## config.mk

```make
export PLATFORM = sky130hd
export DESIGN_NAME = pit_channel
export DESIGN_NICKNAME = d
export VERILOG_FILES = /design/src/rtl/pit_pkg.sv /design/src/rtl/pit_ctrl_decode.sv /design/src/rtl/pit_load_seq.sv /design/src/rtl/pit_down_counter.sv /design/src/rtl/pit_channel.sv
export SDC_FILE = /design/constraint.sdc
export NUM_CORES = 1
export LEC_CHECK = 0
export ABC_AREA = 1
export BUFFER_PORTS_ARGS = -buffer_cell sky130_fd_sc_hd__buf_2
export CORE_UTILIZATION = 62
export DETAILED_ROUTE_END_ITERATION = 8
export HOLD_SLACK_MARGIN = 0.06
export PLACE_DENSITY = 0.8
export RECOVER_POWER = 50
export SLEW_MARGIN = 30
export SYNTH_ARGS = -nofsm -noshare
export SYNTH_HDL_FRONTEND = slang
export SYNTH_HIERARCHICAL = 1
export SYNTH_SLANG_ARGS = --single-unit
```

## constraint.sdc

```tcl
create_clock -name clk -period 2.6 [get_ports clk]
set_input_delay 0.13 -clock clk [delete_from_list [all_inputs] [get_ports clk]]
set_output_delay 0.13 -clock clk [all_outputs]
set_load 0.005 [all_outputs]
```

## src/rtl/pit_pkg.sv

```systemverilog
package pit_pkg;

    // Bit positions in the control word.
    localparam int CW_CH_HI   = 7;
    localparam int CW_CH_LO   = 6;
    localparam int CW_ACC_HI  = 5;
    localparam int CW_ACC_LO  = 4;
    localparam int CW_MODE_HI = 3;
    localparam int CW_MODE_LO = 1;
    localparam int CW_BCD     = 0;

    typedef enum logic [1:0] {
        ACC_NONE = 2'b00,
        ACC_LO   = 2'b01,
        ACC_HI   = 2'b10,
        ACC_LOHI = 2'b11
    } acc_e;

    typedef struct packed {
        logic accept;
        acc_e acc;
    } ctrl_dec_t;

endpackage

```

## src/rtl/pit_ctrl_decode.sv

```systemverilog
module pit_ctrl_decode
    import pit_pkg::*;
#(
    parameter int BYTE_W  = 8,
    parameter int CHAN_ID = 0
) (
    input  logic [BYTE_W-1:0] cw,
    output ctrl_dec_t         dec
);
    localparam int MODE_W = CW_MODE_HI - CW_MODE_LO + 1;
    localparam logic [1:0] MY_CHAN = 2'(CHAN_ID);

    logic [1:0]        chan;
    logic [MODE_W-1:0] mode;
    logic              chan_ok;
    logic              mode_ok;
    logic              fmt_ok;
    acc_e              acc;

    always_comb begin
        chan    = cw[CW_CH_HI:CW_CH_LO];
        acc     = acc_e'(cw[CW_ACC_HI:CW_ACC_LO]);
        mode    = cw[CW_MODE_HI:CW_MODE_LO];
        chan_ok = (chan == MY_CHAN);
        // Rate generator: the top mode bit is a don't-care.
        mode_ok = (mode[MODE_W-2:0] == 2'b10);
        fmt_ok  = !cw[CW_BCD];
        dec.acc    = acc;
        dec.accept = chan_ok && mode_ok && fmt_ok && (acc != ACC_NONE);
    end
endmodule

```

## src/rtl/pit_load_seq.sv

```systemverilog
module pit_load_seq
    import pit_pkg::*;
#(
    parameter int BYTE_W = 8,
    parameter int CNT_W  = 2 * BYTE_W
) (
    input  logic              clk,
    input  logic              rst_n,
    input  logic              ctrl_wr,
    input  acc_e              ctrl_acc,
    input  logic              data_wr,
    input  logic [BYTE_W-1:0] data,
    output logic              load_stb,
    output logic [CNT_W-1:0]  load_val
);
    typedef struct packed {
        logic              cfg;
        acc_e              acc;
        logic              hi_next;
        logic [BYTE_W-1:0] lo_hold;
    } seq_t;

    seq_t s_q, s_d;

    always_comb begin
        s_d      = s_q;
        load_stb = 1'b0;
        load_val = '0;
        if (ctrl_wr) begin
            s_d.cfg     = 1'b1;
            s_d.acc     = ctrl_acc;
            s_d.hi_next = 1'b0;
        end else if (data_wr && s_q.cfg) begin
            unique case (s_q.acc)
                ACC_LO: begin
                    load_stb = 1'b1;
                    load_val = {{BYTE_W{1'b0}}, data};
                end
                ACC_HI: begin
                    load_stb = 1'b1;
                    load_val = {data, {BYTE_W{1'b0}}};
                end
                ACC_LOHI: begin
                    if (s_q.hi_next) begin
                        load_stb    = 1'b1;
                        load_val    = {data, s_q.lo_hold};
                        s_d.hi_next = 1'b0;
                    end else begin
                        s_d.lo_hold = data;
                        s_d.hi_next = 1'b1;
                    end
                end
                default: ;
            endcase
        end
    end

    always_ff @(posedge clk) begin
        if (!rst_n) begin
            s_q <= '{cfg: 1'b0, acc: ACC_NONE, hi_next: 1'b0, lo_hold: '0};
        end else begin
            s_q <= s_d;
        end
    end

    // a control word always leaves the pointer on the low byte
    p_ptr_reset_r3: assert property (@(posedge clk) disable iff (!rst_n)
        ctrl_wr |=> !s_q.hi_next);

    // once configured, the channel never returns to the unconfigured state
    p_cfg_sticky_r1: assert property (@(posedge clk) disable iff (!rst_n)
        s_q.cfg |=> s_q.cfg);
endmodule

```

## src/rtl/pit_down_counter.sv

```systemverilog
module pit_down_counter #(
    parameter int CNT_W = 16
) (
    input  logic             clk,
    input  logic             rst_n,
    input  logic             stop,
    input  logic             load_stb,
    input  logic [CNT_W-1:0] load_val,
    output logic             out
);
    localparam logic [CNT_W-1:0] ONE = CNT_W'(1);

    typedef struct packed {
        logic             run;
        logic [CNT_W-1:0] cnt;
        logic [CNT_W-1:0] prog;
        logic             out;
    } ctr_t;

    ctr_t c_q, c_d;

    always_comb begin
        c_d = c_q;
        if (stop) begin
            c_d.run = 1'b0;
        end else begin
            if (load_stb) begin
                c_d.prog = load_val;
            end
            if (c_q.run) begin
                // A zero count wraps through all ones: 65536 steps.
                if (c_q.cnt == ONE) begin
                    c_d.cnt = c_d.prog;
                end else begin
                    c_d.cnt = c_q.cnt - ONE;
                end
            end else if (load_stb) begin
                c_d.run = 1'b1;
                c_d.cnt = load_val;
            end
        end
        c_d.out = !(c_d.run && (c_d.cnt == ONE));
    end

    always_ff @(posedge clk) begin
        if (!rst_n) begin
            c_q <= '{run: 1'b0, cnt: '0, prog: '0, out: 1'b1};
        end else begin
            c_q <= c_d;
        end
    end

    assign out = c_q.out;

    // an idle channel starts from the completed count on the next edge
    p_start_r4: assert property (@(posedge clk) disable iff (!rst_n)
        (load_stb && !c_q.run && !stop) |=> (c_q.run && c_q.cnt == $past(load_val)));

    // the output can only be low while counting
    p_low_needs_run_r6: assert property (@(posedge clk) disable iff (!rst_n)
        !c_q.out |-> c_q.run);

    // the low phase lasts a single clock for any count other than 1
    p_pulse_ends_r6: assert property (@(posedge clk) disable iff (!rst_n)
        (!c_q.out && !stop && !load_stb && c_q.prog != ONE) |=> c_q.out);
endmodule

```

## src/rtl/pit_channel.sv

```systemverilog
module pit_channel
    import pit_pkg::*;
#(
    parameter int BYTE_W  = 8,
    parameter int CHAN_ID = 0
) (
    input  logic              clk,
    input  logic              rst_n,
    input  logic              wr_en,
    input  logic              wr_ctrl,
    input  logic [BYTE_W-1:0] wr_byte,
    output logic              rate_o
);
    localparam int CNT_W = 2 * BYTE_W;

    ctrl_dec_t        dec;
    logic             ctrl_wr;
    logic             data_wr;
    logic             load_stb;
    logic [CNT_W-1:0] load_val;

    pit_ctrl_decode #(.BYTE_W(BYTE_W), .CHAN_ID(CHAN_ID)) u_dec (
        .cw  (wr_byte),
        .dec (dec)
    );

    assign ctrl_wr = wr_en && wr_ctrl && dec.accept;
    assign data_wr = wr_en && !wr_ctrl;

    pit_load_seq #(.BYTE_W(BYTE_W), .CNT_W(CNT_W)) u_seq (
        .clk      (clk),
        .rst_n    (rst_n),
        .ctrl_wr  (ctrl_wr),
        .ctrl_acc (dec.acc),
        .data_wr  (data_wr),
        .data     (wr_byte),
        .load_stb (load_stb),
        .load_val (load_val)
    );

    pit_down_counter #(.CNT_W(CNT_W)) u_ctr (
        .clk      (clk),
        .rst_n    (rst_n),
        .stop     (ctrl_wr),
        .load_stb (load_stb),
        .load_val (load_val),
        .out      (rate_o)
    );

    // an accepted control word leaves the output high
    p_ctrl_stops_r3: assert property (@(posedge clk) disable iff (!rst_n)
        ctrl_wr |=> rate_o);

    // a count is only ever completed by a data write
    p_load_on_write_r5: assert property (@(posedge clk) disable iff (!rst_n)
        load_stb |-> data_wr);
endmodule

```

==> results of run 1 <==
-- path summary, 6_finish.rpt --
| path | slack (ns) | to | cells past startpoint | start |
|---|---|---|---|---|
| worst min register to register | 0.46 | u_ctr/c_q[15] | 2 | u_ctr/c_q[15] |
| worst max register to register | 0.18 | u_ctr/out | 16 | u_seq/s_q[9] |
| worst min-delay path | 0.16 | u_seq/s_q[10] | 3 | wr_byte[5] |
| worst max-delay path | 0.18 | u_ctr/out | 16 | u_seq/s_q[9] |
-- logic make-up (layout without fill, tap and decap cells) --
logic type               count (synthesis)  in the layout  synth area share [%]
flip-flops                              46             46                  28.6
adder cells (fa/ha/maj)                  6              6                  2.33
AO/OA/AOI/OAI                           92             92                  15.4
XOR/XNOR                                 4              4                  1.09
AND/OR/NAND/NOR                        296            296                  38.8
buffers and inverters                  103            122                  13.8
-- state kept, by name (all words and copies together) (netlist names) --
register   count
u_ctr/c_q     33
u_ctr/out      1
u_seq/s_q     12
-- power groups by stage --
stage | clock network (uW) | registers, uW | logic [uW]
floorplan | 0 | 724 | 49.8
finish | 541 | 708 | 75.4
detailed placement | 0 | 725 | 72.9
global route | 573 | 709 | 84.8
CTS | 544 | 708 | 73.7
global placement | 0 | 725 | 71.9
-- area by class of cell --
| type | count | share of cell area, % |
|---|---|---|
| clock buffer | 6 | 2.05 |
| tap | 67 | 2.37 |
| multi-input combinational | 398 | 53.4 |
| clock inverter | 2 | 1.06 |
| sequential | 46 | 26.1 |
| inverter | 83 | 8.94 |
| timing repair buffer | 31 | 6.11 |
-- synth_stat cells --
master    number  share of area, %
a21boi_0       6               1.4
ha_1           6               2.3
buf_1          1              0.12
a22oi_1        3              0.70
clkbuf_1       5              0.58
buf_4          5               1.2
nor2_4         6               2.1
o21ai_1        1              0.16
inv_1         78               9.1
o21a_1         1              0.23
and2_1         1              0.19
o211ai_1       1              0.23
buf_6          4               1.4
dfxtp_1       46                29
nand2_1      155                18
nand3_2        1              0.31
clkinv_2       1              0.16
nand2_2        1              0.19
xor2_1         4               1.1
nand3_1       46               7.2
nor2_2         5              0.97
o22ai_1        1              0.19
nor3_1         8               1.2
a21oi_1       34               5.3
o21ai_0       43               6.7
a221oi_1       2              0.54
nor2_1        73               8.5
inv_2          4              0.47
buf_2          5              0.78
-- cells in the final DEF (no fill, tap or decap), types with 4 or more instances in the layout --
cell	instances
xor2_1	4
buf_4	17
nor2_2	6
nor2_4	5
nor2_1	73
a21oi_1	31
inv_1	78
nand3_1	46
clkbuf_8	5
buf_2	10
nand2_1	152
nand2_2	4
nor3_1	8
ha_1	6
o21ai_0	43
dfxtp_1	44
-- critical path: cells and delay by family, from the launching register on --
family / cells / cell delay, ns
flops: 1 / 0.35
fa+ha+maj: 1 / 0.20
buf+inv: 3 / 0.39
compound gates: 1 / 0.26
simple gates: 11 / 1.08
-- per-stage QoR --
step                setup TNS, ns  setup WS, ns  hold slack, ns  util (%)  area, um^2
detailed placement              0         0.130           0.444      69.9        3390
floorplan                       0         0.416           0.268         -        3220
global route             -0.00457      -0.00457           0.210      73.1        3540
finish                          0         0.179           0.158      73.1        3540
CTS                             0        0.0955           0.147      72.2        3500
global placement                0         0.157           0.436      69.9        3390
-- routing by layer --
layer	global-route usage, %	part of all wire [%]	up-vias
li1	-	-	1744
met5	0	0	-
met3	4.47	6.6	18
met2	53.9	45	124
met1	45.1	46	1580
met4	11.8	1.8	0
-- what timing repair did --
item	CTS	global route
setup buffers	0	0
setup endpoints to repair	0	2
gates resized for setup	0	24
==> summary.md, run 1 <==
| Metric | Value |
|---|---|
| Layout Cells excl Fill | `633` |
| Sw Share | `23.1%` |
| First DRT Iteration DRCs | `246` |
| CTS tree | `yes` |
| Setup violators final | `0` |
| DRC Markers | `0` |
| DP HPWL | `6230 um` |
| Logic pwr share | `5.7%` |
| Mapped cell area | `3220 um^2` |
| Vias in the first global route | `3073` |
| # Max-Cap Violations | `0` |
| Synth Net Count | `565` |
| Crit path kind | `reg2reg` |
| Maximum VDD drop | `0.344 mV` |
| Die Area | `5480 um^2` |
| Cells after DPL | `625` |
| #FFs+latches synth | `46` |
| Total power | `1320 uW` |
| Syn avg cell area | `5.88 um^2` |
| Antenna violations before repair | `0` |
| Reg area | `923 um^2` |
| Area growth syn-to-layout | `10.1%` |
| Final ANT Viol Nets | `0` |
| Initial Util | `66.4%` |
| Die span in x | `74.0 um` |
| GRT Total Usage | `33.2%` |
| Total I/O pin count | `13` |
| Leak Pwr | `0.00177 uW` |
| Placement Rows | `25` |
| Critical Path Fanout Max | `5` |
| Worst Max-Slew Pin Slew | `0.584 ns` |
| Max_slew headroom | `60.7%` |
| Seq/Total Area, Yosys | `28.6%` |
| Hold Buf Count CTS | `0` |
| First-pass GRT wire length | `13900 um` |
| H-tree levels | `2` |
| Die H | `74.0 um` |
| Clock share of power | `40.8%` |
| Slew Limit Fails | `0` |
| HP Class | `in2reg` |
| Crit path launch type | `register` |
| Final Cycle Share | `93.1%` |
| Fin crit period | `2.42 ns` |
| Clock Skew | `0.0105 ns` |
| Clock sinks | `46` |
| I/O Buffers | `12` |
| Mapped Cells | `547` |
| Required @ worst endpoint | `2.77 ns` |
| Psw | `306 uW` |
| CTS root buf | `clkbuf_8` |
| YS warnings | `6` |
| Layout Nets | `583` |
| Core Box Area | `4850 um^2` |
| Total Routed Length | `8520 um` |
| Pre-antenna DRT Iters | `5` |
| Hold Vio Cnt, Final | `0` |
| Vias | `3466` |
| Status | `complete, no violations` |
| Worst-case clock buffer depth | `2` |
| Vias/cell | `5.48` |
| Cell Pwr Density | `374 nW/um^2` |
| CP most frequent cell | `nor2_1` |
| Largest net degree at the start of global routing | `31` |
| WL/cell | `13.5 um` |
| Slowest CP cell | `dfxtp_2` |
| RD Place Congestion | `0.964` |
| CP peak stage delay | `0.35 ns` |
| CP Capture Type | `register` |
| Layout fillers | `443` |
| Antenna diode count | `0` |
| Layout cells sized above 1 | `11.8%` |
| Int Pwr | `1020 uW` |
| TritonCTS buffer count | `5` |
| Clock latency on the worst-skew pair | `0.31 ns` |
| Share of power burned in registers | `53.5%` |
| Cell variety after synth | `29` |
| Critical path data arrival time | `2.59 ns` |
| Multi-input gate area in the final layout | `1890 um^2` |
| Critical-path cell list | `inv_1 -> ha_1 -> nor2_1 -> nand3_2 -> nor2_4 -> buf_6 -> nor2_1 -> buf_4 -> a221oi_1 -> nand2_1 -> nand2_2 -> nand2_1 -> nor2_1 -> nand2_1 -> nor2_1 -> nand3_1` |
| GRT overflow | `0` |
| Fmax | `0.413 GHz` |
| Clk slew on worst S/H paths | `0.09 ns` |
No activity file was read; power rests on OpenSTA's default activity.
==> inputs of run 2 (changes only) <==
--- a/config.mk
+++ b/config.mk
@@ -7,6 +7,7 @@
 export LEC_CHECK = 0
 export ABC_AREA = 1
 export BUFFER_PORTS_ARGS = -buffer_cell sky130_fd_sc_hd__buf_2
+export CORE_ASPECT_RATIO = 2
 export CORE_UTILIZATION = 62
 export DETAILED_ROUTE_END_ITERATION = 8
 export HOLD_SLACK_MARGIN = 0.06
==> summary.md, run 2 (same netlist as run 1, synthesis figures left out) <==
| Metric | Value |
|---|---|
| # Max-Cap Violations | `0 (unchanged)` |
| Final Cycle Share | `92.5% (was 93.1%)` |
| Critical path data arrival time | `2.59 ns (about the same)` |
| Total I/O pin count | `13 (unchanged)` |
| Leak Pwr | `0.00180 uW (was 0.00177 uW)` |
| Clk slew on worst S/H paths | `0.09 ns (about the same)` |
| Pre-antenna DRT Iters | `7 (was 5)` |
| Fmax | `0.416 GHz (was 0.413 GHz)` |
| Fin crit period | `2.41 ns (was 2.42 ns)` |
| I/O Buffers | `12 (unchanged)` |
| Reg area | `923 um^2 (unchanged)` |
| CP peak stage delay | `0.35 ns (about the same)` |
| WL/cell | `14.3 um (was 13.5 um)` |
| Biggest register | `u_ctr/c_q (unchanged)` |
| Critical Path Stages | `17 (was 16)` |
| TritonCTS buffer count | `5 (unchanged)` |
| RD Place Congestion | `0.865 (was 0.964)` |
| Worst-case clock buffer depth | `2 (unchanged)` |
| Largest net degree at the start of global routing | `30 (was 31)` |
| Initial Util | `65.5% (was 66.4%)` |
| CP most frequent cell | `nor2_1 (unchanged)` |
| Cell family with most CP delay | `simple AND/OR/NAND/NOR gates (unchanged)` |
| Status | `complete, no violations (unchanged)` |
| GRT Total Usage | `37.5% (was 33.2%)` |
| Slew Limit Fails | `0 (unchanged)` |
| Hold path start | `wr_byte[4] (was wr_byte[5])` |
| CP Capture Type | `register (unchanged)` |
| Reg-to-Reg End | `u_ctr/out (unchanged)` |
| Placement Setup Slack | `0.189 ns (was 0.130 ns)` |
| Vias in the first global route | `3312 (was 3073)` |
| Vias | `3426 (was 3466)` |
| Die Area | `5500 um^2 (was 5480 um^2)` |
| Commonest cells after routing, fill and taps aside | `155 x nand2_1, 78 x inv_1, 72 x nor2_1 (was 152 x nand2_1, 78 x inv_1, 73 x nor2_1)` |
| DP HPWL | `6920 um (was 6230 um)` |
| Layout fillers | `451 (was 443)` |
| First-pass GRT wire length | `15300 um (was 13900 um)` |
| HP Class | `in2reg (unchanged)` |
| CTS tree | `yes (unchanged)` |
| Area growth syn-to-layout | `9.64% (was 10.1%)` |
| First DRT Iteration DRCs | `115 (was 246)` |
| Total Routed Length | `9000 um (was 8520 um)` |
| Layout Cells excl Fill | `629 (was 633)` |
| Share of power burned in registers | `53.7% (was 53.5%)` |
| Worst R2R Start | `u_seq/s_q[9] (unchanged)` |
| Cells after DPL | `618 (was 625)` |
| DRC Markers | `0 (unchanged)` |
| Required @ worst endpoint | `2.78 ns (was 2.77 ns)` |
| Logic pwr share | `5.8% (was 5.7%)` |
| Max_slew headroom | `36.2% (was 60.7%)` |
| Slowest CP cell | `dfxtp_2 (unchanged)` |
| GRT overflow | `0 (unchanged)` |
| Setup violators final | `0 (unchanged)` |
| Leading cell type in the layout, fill and taps excluded | `nand2_1 (unchanged)` |
| PnR worst setup slack | `0.194 ns (was 0.179 ns)` |
| Crit path buf inv count | `3 (unchanged)` |
| Reg2reg setup slack | `0.19 ns (was 0.18 ns)` |
| Psw | `302 uW (was 306 uW)` |
| H-tree levels | `2 (unchanged)` |
| Setup TNS | `0 ns (unchanged)` |
| Sw Share | `22.9% (was 23.1%)` |
| Critical Path Fanout Max | `5 (unchanged)` |
| Int Pwr | `1020 uW (about the same)` |
| Vias/cell | `5.45 (was 5.48)` |
| Clock share of power | `40.5% (was 40.8%)` |
| CTS root buf | `clkbuf_8 (unchanged)` |
| Maximum VDD drop | `0.423 mV (was 0.344 mV)` |
| Die span in x | `52.9 um (was 74.0 um)` |
| Clock Skew | `0.00784 ns (was 0.0105 ns)` |
| R2R cell count | `17 (was 16)` |
| Hold Vio Cnt, Final | `0 (unchanged)` |
| Layout cells sized above 1 | `11.7% (was 11.8%)` |
| Crit path kind | `reg2reg (unchanged)` |
| Clock latency on the worst-skew pair | `0.31 ns (about the same)` |
| Worst setup path startpoint | `u_seq/s_q[9] (unchanged)` |
| CP endpoint | `u_ctr/out (unchanged)` |
| Layout Nets | `589 (was 583)` |
| Antenna violations before repair | `0 (unchanged)` |
| Die H | `104 um (was 74.0 um)` |
| Post-Layout Inst Area | `3530 um^2 (was 3540 um^2)` |
| Dpl cell area | `3390 um^2 (about the same)` |
| Hold Buf Count CTS | `0 (unchanged)` |
| Antenna diode count | `0 (unchanged)` |
| Max FFs per register | `33 (unchanged)` |
| Worst Max-Slew Pin Slew | `0.957 ns (was 0.584 ns)` |
| Critical-path cell list | `inv_1 -> ha_1 -> nor2_1 -> nand3_2 -> nor2_4 -> buf_4 -> nor2_1 -> nor2_1 -> inv_2 -> a22oi_1 -> nand2_1 -> nor2_1 -> nand2_1 -> nor2_1 -> nand2_1 -> nor2_1 -> nand3_1 (was inv_1 -> ha_1 -> nor2_1 -> nand3_2 -> nor2_4 -> buf_6 -> nor2_1 -> buf_4 -> a221oi_1 -> nand2_1 -> nand2_2 -> nand2_1 -> nor2_1 -> nand2_1 -> nor2_1 -> nand3_1)` |
| Core Box Area | `4910 um^2 (was 4850 um^2)` |
| Placement Rows | `36 (was 25)` |
| Clock sinks | `46 (unchanged)` |
| Multi-input gate area in the final layout | `1860 um^2 (was 1890 um^2)` |
| Final ANT Viol Nets | `0 (unchanged)` |
| Cell Pwr Density | `374 nW/um^2 (about the same)` |
| Crit path launch type | `register (unchanged)` |
-- run 2: cell count changes in the layout (fill, tap and decap cells not counted), sizes merged --
cell | previous run | this run
inv | 83 | 82
clkinvlp | 1 | 0
clkinv | 0 | 3
buf | 29 | 36
clkbuf | 8 | 6
-- run 2: how the worst min path moves through the flow --
stage	to	slack, ns	depth (start not counted)
2_1_floorplan	u_ctr/c_q[10]	0.27	2
3_3_place_gp	u_ctr/c_q[11]	0.44	2
3_5_place_dp	u_ctr/c_q[15]	0.44	2
4_1_cts	u_seq/s_q[9]	0.15	3
5_1_grt	u_seq/s_q[10]	0.16	3
6_report	u_seq/s_q[9]	0.15	3
-- run 2: timing repair --
| action | in CTS | in global routing |
|---|---|---|
| setup endpoints to repair | 0 | 2 |
| setup buffers | 0 | 3 |
| resized for setup | 0 | 11 |
-- run 2: routing by layer --
layer | up-vias | part of all wire (%) | GRT usage, %
met5 | - | 0 | 0
met4 | 0 | 7.0 | 27.8
met3 | 42 | 4.5 | 9.21
met2 | 110 | 52 | 62.0
met1 | 1519 | 36 | 38.3
li1 | 1755 | - | -
-- run 2: area by class of cell --
type,instances,area share (%)
sequential,46,26.2
multi-input combinational,398,52.8
clock buffer,5,1.95
clock inverter,3,1.13
tap,57,2.02
inverter,83,8.87
timing repair buffer,37,7.02
-- run 2: metrics by stage --
step	hold WS (ns)	total power (uW)	utilization, %
3_5_place_dp	0.444	799	69.0
6_report	0.152	1320	71.9
4_1_cts	0.151	1330	71.2
5_1_grt	0.159	1370	71.9
3_3_place_gp	0.442	798	69.0
2_1_floorplan	0.268	774	-
-- run 2: power groups by stage --
stage	Combinational (uW)	Clock [uW]	Sequential, uW
floorplan	49.8	0	724
global placement	73.0	0	725
detailed placement	74.1	0	725
CTS	74.7	544	708
global route	85.6	572	709
finish	75.9	534	708
-- run 2: worst register-to-register path, delay by kind of cell, from the launching register on --
kind | cells | cell delay (ns)
compound gates | 1 | 0.23
fa+ha+maj | 1 | 0.21
buf+inv | 3 | 0.30
flops | 1 | 0.35
simple gates | 12 | 1.17
==> inputs of run 3 (changes only) <==
--- a/config.mk
+++ b/config.mk
@@ -7,11 +7,13 @@
 export LEC_CHECK = 0
 export ABC_AREA = 1
 export BUFFER_PORTS_ARGS = -buffer_cell sky130_fd_sc_hd__buf_2
+export CELL_PAD_IN_SITES_DETAIL_PLACEMENT = 1
+export CELL_PAD_IN_SITES_GLOBAL_PLACEMENT = 1
 export CORE_ASPECT_RATIO = 2
-export CORE_UTILIZATION = 62
+export CORE_UTILIZATION = 43
 export DETAILED_ROUTE_END_ITERATION = 8
 export HOLD_SLACK_MARGIN = 0.06
-export PLACE_DENSITY = 0.8
+export PLACE_DENSITY_LB_ADDON = 0.1
 export RECOVER_POWER = 50
 export SLEW_MARGIN = 30
 export SYNTH_ARGS = -nofsm -noshare
==> summary.md, run 3 (same netlist as run 1, synthesis figures left out) <==
| Metric | Value |
|---|---|
| RD Place Congestion | `0.887 (was 0.865)` |
| H-tree levels | `2 (unchanged)` |
| Largest net degree at the start of global routing | `30 (unchanged)` |
| GR Util met2 | `59.3% (was 62.0%)` |
| Slew Limit Fails | `0 (unchanged)` |
| Leading cell type in the layout, fill and taps excluded | `nand2_1 (unchanged)` |
| CTS tree | `yes (unchanged)` |
| Initial Util | `44.3% (was 65.5%)` |
| Max FFs per register | `33 (unchanged)` |
| Final ANT Viol Nets | `0 (unchanged)` |
| Reg-to-Reg End | `u_ctr/out (unchanged)` |
| First-pass GRT wire length | `18500 um (was 15300 um)` |
| GRT overflow | `0 (unchanged)` |
| Hold Crit Depth | `3 (unchanged)` |
| Cells after DPL | `660 (was 618)` |
| Layout Nets | `598 (was 589)` |
| Maximum VDD drop | `0.446 mV (was 0.423 mV)` |
| Worst-case clock buffer depth | `2 (unchanged)` |
| First DRT Iteration DRCs | `112 (was 115)` |
| Dpl cell area | `3500 um^2 (was 3390 um^2)` |
| Total Routed Length | `11200 um (was 9000 um)` |
| Slowest CP cell | `dfxtp_2 (unchanged)` |
| Biggest register | `u_ctr/c_q (unchanged)` |
| Clk slew on worst S/H paths | `0.07 ns (was 0.09 ns)` |
| Antenna violations before repair | `0 (unchanged)` |
| Die span in x | `63.2 um (was 52.9 um)` |
| Pre-antenna DRT Iters | `6 (was 7)` |
| Required @ worst endpoint | `2.78 ns (about the same)` |
| Hold path start | `wr_byte[5] (was wr_byte[4])` |
| Status | `complete, no violations (unchanged)` |
| Placement Rows | `44 (was 36)` |
| Layout Cells excl Fill | `673 (was 629)` |
| Crit path launch type | `register (unchanged)` |
| Fmax | `0.407 GHz (was 0.416 GHz)` |
| Post-Layout Inst Area | `3750 um^2 (was 3530 um^2)` |
| Die Area | `7850 um^2 (was 5500 um^2)` |
| Leak Pwr | `0.00189 uW (was 0.00180 uW)` |
| Critical Path Fanout Max | `10 (was 5)` |
| TritonCTS buffer count | `5 (unchanged)` |
| CP Capture Type | `register (unchanged)` |
| Crit path buf inv count | `3 (unchanged)` |
| Setup TNS | `0 ns (unchanged)` |
| Vias | `3581 (was 3426)` |
| GRT Total Usage | `30.7% (was 37.5%)` |
| R2R cell count | `17 (unchanged)` |
| DP HPWL | `8820 um (was 6920 um)` |
| DRC Markers | `0 (unchanged)` |
| Max_slew headroom | `50.0% (was 36.2%)` |
| CP peak stage delay | `0.35 ns (about the same)` |
| Layout cells sized above 1 | `13.8% (was 11.7%)` |
| GRT busiest layer | `met2 (unchanged)` |
| Fin crit period | `2.46 ns (was 2.41 ns)` |
| Hold Buf Count CTS | `0 (unchanged)` |
| I/O Buffers | `12 (unchanged)` |
| Met1 Usage GRT | `29.6% (was 38.3%)` |
| Total I/O pin count | `13 (unchanged)` |
| WL/cell | `16.7 um (was 14.3 um)` |
| Hold Vio Cnt, Final | `0 (unchanged)` |
| Die H | `124 um (was 104 um)` |
| Reg2reg setup slack | `0.14 ns (was 0.19 ns)` |
| Crit path kind | `reg2reg (unchanged)` |
| GR met3 Demand/Resource | `2.66% (was 9.21%)` |
| Clock Skew | `0.00786 ns (was 0.00784 ns)` |
| CTS root buf | `clkbuf_16 (was clkbuf_8)` |
| Core Box Area | `7270 um^2 (was 4910 um^2)` |
| Hold Path Sink | `u_seq/s_q[10] (was u_seq/s_q[9])` |
| Antenna diode count | `0 (unchanged)` |
| Critical path data arrival time | `2.63 ns (was 2.59 ns)` |
| Vias in the first global route | `3794 (was 3312)` |
| Clock latency on the worst-skew pair | `0.30 ns (was 0.31 ns)` |
| # Max-Cap Violations | `0 (unchanged)` |
| Cell family with most CP delay | `simple AND/OR/NAND/NOR gates (unchanged)` |
| Total power | `1660 uW (was 1320 uW)` |
| Critical-path cell list | `inv_2 -> ha_1 -> nor2_1 -> nor2_4 -> buf_4 -> nand2_1 -> a21boi_0 -> buf_4 -> nand3_1 -> nand3_1 -> nand2_1 -> nand2_1 -> nand3_1 -> nor2_1 -> nand2_1 -> nor2_1 -> nand3_1 (was inv_1 -> ha_1 -> nor2_1 -> nand3_2 -> nor2_4 -> buf_4 -> nor2_1 -> nor2_1 -> inv_2 -> a22oi_1 -> nand2_1 -> nor2_1 -> nand2_1 -> nor2_1 -> nand2_1 -> nor2_1 -> nand3_1)` |
| Commonest cells after routing, fill and taps aside | `155 x nand2_1, 75 x inv_1, 72 x nor2_1 (was 155 x nand2_1, 78 x inv_1, 72 x nor2_1)` |
| Cell Pwr Density | `443 nW/um^2 (was 374 nW/um^2)` |
| Clock sinks | `46 (unchanged)` |
| Setup violators final | `0 (unchanged)` |
| Vias/cell | `5.32 (was 5.45)` |
| Area growth syn-to-layout | `16.4% (was 9.64%)` |
| Final Cycle Share | `94.4% (was 92.5%)` |
| Worst Max-Slew Pin Slew | `0.747 ns (was 0.957 ns)` |
| Hold WS | `0.186 ns (was 0.152 ns)` |
| Worst R2R Start | `u_seq/s_q[9] (unchanged)` |
| HP Class | `in2reg (unchanged)` |
[run 3: cell types whose count changed in the layout (fill, tap and decap cells not counted), moves of 3 or more]
cell,delta
inv_1,-3
buf_4,+9
clkbuf_16,+5
inv_2,+3
clkbuf_8,-4
[run 3: report_power, final]
group	total (uW)	switching, uW	internal [uW]
Sequential	709	2.18	707
Clock	873	295	578
Combinational	79.3	52.4	26.9
[run 3: layout make-up]
cell class,count,area (um^2)
Fill cell,1087,3520
Tap cell,92,115
Inverter,83,313
Clock buffer,6,139
Timing Repair Buffer,46,332
Clock inverter,2,60.1
Multi-Input combinational cell,398,1870
Sequential cell,46,923
[run 3: worst max-delay path by stage]
stage	start	endpoint	cells past startpoint
floorplan	wr_byte[0]	u_ctr/out	21
global placement	u_seq/s_q[9]	u_ctr/out	17
detailed placement	u_seq/s_q[9]	u_ctr/out	17
CTS	u_seq/s_q[9]	u_ctr/out	18
global route	u_seq/s_q[9]	u_ctr/out	20
finish	u_seq/s_q[9]	u_ctr/out	17
[run 3: stage by stage]
step	util (%)	worst slack, ns
3_3_place_gp	48.1	0.219
6_report	51.6	0.145
3_5_place_dp	48.1	0.114
5_1_grt	51.6	-0.0648
4_1_cts	50.8	0.0737
2_1_floorplan	-	0.416
[run 3: worst reg2reg max path, stage by stage, from the launching register on]
cell and delay, ns:
dfxtp_2 0.35, inv_2 0.05, ha_1 0.29, nor2_1 0.22, nor2_4 0.07, buf_4 0.17, nand2_1 0.09, a21boi_0 0.20
buf_4 0.15, nand3_1 0.07, nand3_1 0.09, nand2_1 0.06, nand2_1 0.09, nand3_1 0.09, nor2_1 0.13, nand2_1 0.07
nor2_1 0.09, nand3_1 0.07
[run 3: layer usage]
layer | up-vias | routed length, um
met4 | 0 | 732
met1 | 1690 | 3960
met5 | - | 0
met3 | 41 | 220
li1 | 1777 | -
met2 | 73 | 6290
[run 3: what timing repair did]
| item | in CTS | in global routing |
|---|---|---|
| buffers inserted | 0 | 5 |
| gates resized for setup | 0 | 17 |
| endpoints found under the setup margin | 0 | 1 |
